$ cat src/rtl/tstamp_pkg.sv
package tstamp_pkg;
    localparam int unsigned WORD_W = 12;
    localparam int unsigned LANES  = 4;

    typedef logic [WORD_W-1:0] word_t;

    typedef enum logic {
        MODE_PASS  = 1'b0,
        MODE_STAMP = 1'b1
    } mode_e;
endpackage

$ cat src/rtl/tstamp_sync.sv
module tstamp_sync #(
    parameter int unsigned STAGES = 2
) (
    input  logic clk,
    input  logic rst,
    input  logic d_async,
    output logic q
);
    logic [STAGES-1:0] chain;

    always_ff @(posedge clk) begin
        if (rst) begin
            chain <= '0;
        end else begin
            chain <= {chain[STAGES-2:0], d_async};
        end
    end

    assign q = chain[STAGES-1];
endmodule

$ cat src/rtl/tstamp_delay.sv
module tstamp_delay #(
    parameter int unsigned W     = 12,
    parameter int unsigned DEPTH = 2
) (
    input  logic         clk,
    input  logic         rst,
    input  logic [W-1:0] d,
    output logic [W-1:0] q
);
    logic [W-1:0] stg [DEPTH];

    always_ff @(posedge clk) begin
        if (rst) begin
            for (int i = 0; i < DEPTH; i++) begin
                stg[i] <= '0;
            end
        end else begin
            stg[0] <= d;
            for (int i = 1; i < DEPTH; i++) begin
                stg[i] <= stg[i-1];
            end
        end
    end

    assign q = stg[DEPTH-1];
endmodule

$ cat src/rtl/tstamp_mode_ctl.sv
module tstamp_mode_ctl
    import tstamp_pkg::*;
#(
    parameter int unsigned CTRL_W = 16,
    parameter int unsigned EN_BIT = 3
) (
    input  logic              clk,
    input  logic              rst,
    input  logic [CTRL_W-1:0] ctrl_word,
    output logic              stamp_sel
);
    mode_e state_q, state_d;
    logic  en_bit;

    assign en_bit = ctrl_word[EN_BIT];

    // state register
    always_ff @(posedge clk) begin
        if (rst) begin
            state_q <= MODE_PASS;
        end else begin
            state_q <= state_d;
        end
    end

    // transitions: ARM and DISARM
    always_comb begin
        state_d = state_q;
        unique case (state_q)
            MODE_PASS:  if (en_bit)  state_d = MODE_STAMP;
            MODE_STAMP: if (!en_bit) state_d = MODE_PASS;
            default:    state_d = MODE_PASS;
        endcase
    end

    // outputs
    always_comb begin
        stamp_sel = 1'b0;
        unique case (state_q)
            MODE_PASS:  stamp_sel = 1'b0;
            MODE_STAMP: stamp_sel = 1'b1;
            default:    stamp_sel = 1'b0;
        endcase
    end
endmodule

$ cat src/rtl/trig_stamp_inserter.sv
module trig_stamp_inserter
    import tstamp_pkg::*;
#(
    parameter int unsigned SYNC_STAGES = 2,
    parameter int unsigned CTRL_W      = 16,
    parameter int unsigned EN_BIT      = 3
) (
    input  logic              clk,
    input  logic              rst,
    input  logic [CTRL_W-1:0] ctrl_word,
    input  logic              trig_async,
    input  logic [11:0]       i_word,
    input  logic [11:0]       i_word_dly,
    input  logic [11:0]       q_word,
    input  logic [11:0]       q_word_dly,
    output logic [11:0]       i_out,
    output logic [11:0]       i_out_dly,
    output logic [11:0]       q_out,
    output logic [11:0]       q_out_dly
);
    localparam int unsigned LAT = SYNC_STAGES + 1;

    word_t lane_in  [LANES];
    word_t lane_dly [LANES];
    word_t lane_q   [LANES];
    logic  trig_s;
    logic  stamp_sel;

    assign lane_in[0] = i_word;
    assign lane_in[1] = i_word_dly;
    assign lane_in[2] = q_word;
    assign lane_in[3] = q_word_dly;

    tstamp_sync #(.STAGES(SYNC_STAGES)) u_sync (
        .clk     (clk),
        .rst     (rst),
        .d_async (trig_async),
        .q       (trig_s)
    );

    tstamp_mode_ctl #(.CTRL_W(CTRL_W), .EN_BIT(EN_BIT)) u_mode (
        .clk       (clk),
        .rst       (rst),
        .ctrl_word (ctrl_word),
        .stamp_sel (stamp_sel)
    );

    for (genvar l = 0; l < LANES; l++) begin : g_lane
        tstamp_delay #(.W(WORD_W), .DEPTH(SYNC_STAGES)) u_dly (
            .clk (clk),
            .rst (rst),
            .d   (lane_in[l]),
            .q   (lane_dly[l])
        );

        always_ff @(posedge clk) begin
            if (rst) begin
                lane_q[l] <= '0;
            end else if (stamp_sel) begin
                lane_q[l] <= {lane_dly[l][WORD_W-1:1], trig_s};
            end else begin
                lane_q[l] <= lane_dly[l];
            end
        end
    end

    assign i_out     = lane_q[0];
    assign i_out_dly = lane_q[1];
    assign q_out     = lane_q[2];
    assign q_out_dly = lane_q[3];
endmodule

$ cat config.mk
export PLATFORM = sky130hd
export DESIGN_NAME = trig_stamp_inserter
export DESIGN_NICKNAME = d
export VERILOG_FILES = /design/src/rtl/tstamp_pkg.sv /design/src/rtl/tstamp_sync.sv /design/src/rtl/tstamp_delay.sv /design/src/rtl/tstamp_mode_ctl.sv /design/src/rtl/trig_stamp_inserter.sv
export SDC_FILE = /design/constraint.sdc
export NUM_CORES = 1
export LEC_CHECK = 0
export ABC_AREA = 1
export BUFFER_PORTS_ARGS = -buffer_cell sky130_fd_sc_hd__buf_2
export CAP_MARGIN = 5
export CORE_ASPECT_RATIO = 0.75
export CORE_MARGIN = 2
export CORE_UTILIZATION = 25
export CTS_CLUSTER_DIAMETER = 200
export DETAILED_ROUTE_END_ITERATION = 12
export GPL_TIMING_DRIVEN = 0
export PLACE_DENSITY_LB_ADDON = 0.25
export SKIP_CTS_REPAIR_TIMING = 1
export SYNTH_ARGS = -nofsm -noshare
export SYNTH_HDL_FRONTEND = slang
export SYNTH_SLANG_ARGS = --single-unit
$ cat constraint.sdc
create_clock -name clk -period 1.2 [get_ports clk]
set_input_delay 0.12 -clock clk [delete_from_list [all_inputs] [get_ports clk]]
set_output_delay 0.12 -clock clk [all_outputs]
set_load 0.03 [all_outputs]
==> impl_summary.log <==
[metrics] post-synthesis cell count: 461
[metrics] antenna diode instance count: 0
[metrics] floorplan die area: 19810 µm²
[metrics] total number of H-tree levels: 4
[metrics] count of max-cap constraint violations: 0
[metrics] max-slew violation count: 0
[metrics] Finish-stage setup viols: 0
[metrics] wire per inst: 9.206 µm
[metrics] largest net degree at the start of global routing: 17
[metrics] status: complete, no violations
[metrics] core area: 18400 µm²
[metrics] reg-to-reg slack, setup: 270 ps
[metrics] hold violation count in the final report: 0
[metrics] maximum fanout along the worst path: 1
[metrics] flop and latch count out of synthesis: 147
[metrics] Avg Vias per Cell: 3.289
[metrics] highest attainable clock frequency: 882.2 MHz
[metrics] post-CTS clock slew at the launch and capture registers of the worst setup and hold paths: 60 ps
[metrics] share of final-layout standard cells stronger than drive strength 1: 21.22%
[metrics] post-detailed-route count of antenna-violating nets: 0
[metrics] horizontal die dimension: 161.9 µm
[metrics] Critical-path top delay cell: sky130_fd_sc_hd__edfxtp_1
[metrics] crit path kind: register to output pin
[metrics] setup slack after placement: 122.9 ps
[metrics] via count of the first global-routing pass: 2592
[metrics] sort of element at the end of the critical path: output pin
[metrics] area used by multi-input combinational logic: 760.7 µm²
[metrics] clock tree root buffer cell: sky130_fd_sc_hd__clkbuf_16
[metrics] Port Buffer Count: 98
[metrics] reported leakage power: 3.314 nW
[metrics] data arrival time at the worst-slack endpoint: 1010 ps
[metrics] final-layout fill cell count: 1933
[metrics] count of vias placed by the detailed router: 3075
[metrics] CTS tree: yes
[metrics] global-route usage over all layers: 8.823%
[metrics] sequential cell area: 3423 µm²
[metrics] largest delay contributor family on the critical path: flip-flops
[metrics] first-pass GRT wire length: 12.64 mm
[metrics] Tcrit/Tclk final: 94.46%
[metrics] number of I/O pins: 115
[metrics] number of antenna violations at the first check in global routing: 0
[metrics] RSZ-0062 raised after global routing: false
[metrics] vertical die dimension: 122.4 µm
[metrics] Buffers & Inverters on Critical Path: 1
[metrics] category of the worst setup path launch point: register
[metrics] Post-DP HPWL: 5.589 mm
[metrics] final-stage net count: 742
[metrics] starting density of the core: 25.39%
[metrics] routability congestion estimate from global placement: 0.6599
[metrics] required time at the worst-slack endpoint: 1080 ps
[metrics] post-synth design cell area: 4672 µm²
[metrics] sum of overflow across all layers after global routing: 0
[metrics] number of buffers added by the clock tree synthesis step: 17
[metrics] number of buffers on the longest clock path: 2
[metrics] slack of the critical path: 66.43 ps
[metrics] cells along the critical path: buf_2
[metrics] Hold WC Path Type: primary input to register
[metrics] TritonCTS Sinks: 147
[metrics] DRC violation count after routing: 0
[metrics] Clock Latency Late Sink: 410 ps
[metrics] worst clock skew on the final layout: 7.266 ps
[metrics] post-synthesis sequential area ratio: 73.27%
[metrics] power per cell area: 1821 nW/µm²
[metrics] clock period minus final worst setup slack: 1134 ps
[metrics] row count: 43
[metrics] overall power after layout: 0.01247 W
[metrics] worst supply voltage drop on vdd: 0.7733 mV
[metrics] total of warnings raised by yosys: 0
[metrics] router iterations before antenna repair: 4
[metrics] Cell variety after synth: 9
[metrics] Final Routed Wirelength: 8.608 mm
[metrics] Syn Area/Cell: 10.13 µm²
[metrics] aggregate negative setup slack: 0 ps
[metrics] largest incremental delay on the critical path: 410 ps
[metrics] P&R area growth vs syn: 46.63%
[metrics] number of DRC markers in iteration 0: 131
## cells in the final DEF (no fill, tap or decap)
cell                            netlist  final
sky130_fd_sc_hd__buf_2                9    107
sky130_fd_sc_hd__buf_6                7      7
sky130_fd_sc_hd__bufinv_16            0      7
sky130_fd_sc_hd__clkbuf_1             0      1
sky130_fd_sc_hd__clkbuf_16            0     17
sky130_fd_sc_hd__clkinv_4             0      2
sky130_fd_sc_hd__clkinvlp_4           0      1
sky130_fd_sc_hd__conb_1               1     48
sky130_fd_sc_hd__dfxtp_1             99     99
sky130_fd_sc_hd__dlygate4sd3_1        0     50
sky130_fd_sc_hd__edfxtp_1            48     48
sky130_fd_sc_hd__inv_1              144    144
sky130_fd_sc_hd__inv_6                0      3
sky130_fd_sc_hd__inv_8                0      1
sky130_fd_sc_hd__nand2_1              8      8
sky130_fd_sc_hd__nand3_2              1      1
sky130_fd_sc_hd__nor2_1             144    144
## worst reg2reg max path, stage by stage (launching register included)
cell and delay (ps):
sky130_fd_sc_hd__dfxtp_1 320, sky130_fd_sc_hd__nor2_1 320, sky130_fd_sc_hd__nand2_1 100, sky130_fd_sc_hd__nand2_1 70
## area by class of cell
cell class	count	area share, %
Sequential cell	147	49.97
Timing Repair Buffer	148	14.47
Clock inverter	14	3.982
Buffer	16	1.808
Multi-Input combinational cell	201	11.11
Tap cell	247	4.511
Clock buffer	18	6.265
Inverter	144	7.890
## cells in the mapped netlist
| cell type | n | area (µm²) |
|---|---|---|
| sky130_fd_sc_hd__edfxtp_1 | 48 | 1441 |
| sky130_fd_sc_hd__nand2_1 | 8 | 30.03 |
| sky130_fd_sc_hd__buf_2 | 9 | 45.04 |
| sky130_fd_sc_hd__buf_6 | 7 | 78.83 |
| sky130_fd_sc_hd__nor2_1 | 144 | 540.5 |
| sky130_fd_sc_hd__nand3_2 | 1 | 10.01 |
| sky130_fd_sc_hd__inv_1 | 144 | 540.5 |
| sky130_fd_sc_hd__dfxtp_1 | 99 | 1982 |
| sky130_fd_sc_hd__conb_1 | 1 | 3.750 |
## where the power goes
| group | switching [W] | internal, W |
|---|---|---|
| registers | 0.0000544 | 0.00537 |
| logic | 0.000443 | 0.000319 |
| clock network | 0.00213 | 0.00415 |
| total | 0.00263 | 0.00984 |
## per-layer routing
metal  track usage [%]  vias up  share of wire, %
li1                  -     1673                 -
met3             4.022       10               5.1
met4             4.148        0               1.5
met1             11.18     1324                49
met5                 0        -                 0
met2             12.82       68                45
## cells by family after synthesis
| kind of cell | synth area share (%) |
|---|---|
| other | 0.08027 |
| buffers and inverters | 14.22 |
| DFF | 73.27 |
| and+or+nand+nor | 12.43 |
## metrics by stage
stage / std cells / utilization, % / area (µm²) / hold WS [ps]
4_1_cts: 885 / 34.51 / 6350 / -118.1
3_5_place_dp: 853 / 30.70 / 5648 / 327.7
5_1_grt: 935 / 37.23 / 6850 / 233.8
3_3_place_gp: 853 / 30.70 / 5648 / 322.3
2_1_floorplan: 508 / - / 4848 / 227.0
6_report: 935 / 37.23 / 6850 / 224.8
## sequential cells by signal, indices dropped and copies added (netlist names)
name / flops
u_mode.state_q: 1
lane_q: 48
u_sync.chain: 2
g_lane.u_dly.stg: 96
## final timing paths
check / from / end / cells after the start
worst max-delay path: lane_q[2][11] / q_out[11] / 1
worst min-delay path: rst / g_lane[3].u_dly.stg[0][7] / 3
worst max register to register: u_mode.state_q / lane_q[2][0] / 3
worst min register to register: g_lane[0].u_dly.stg[0][1] / g_lane[0].u_dly.stg[0][13] / 2
Note: power is estimated with default switching activity, not from simulation.
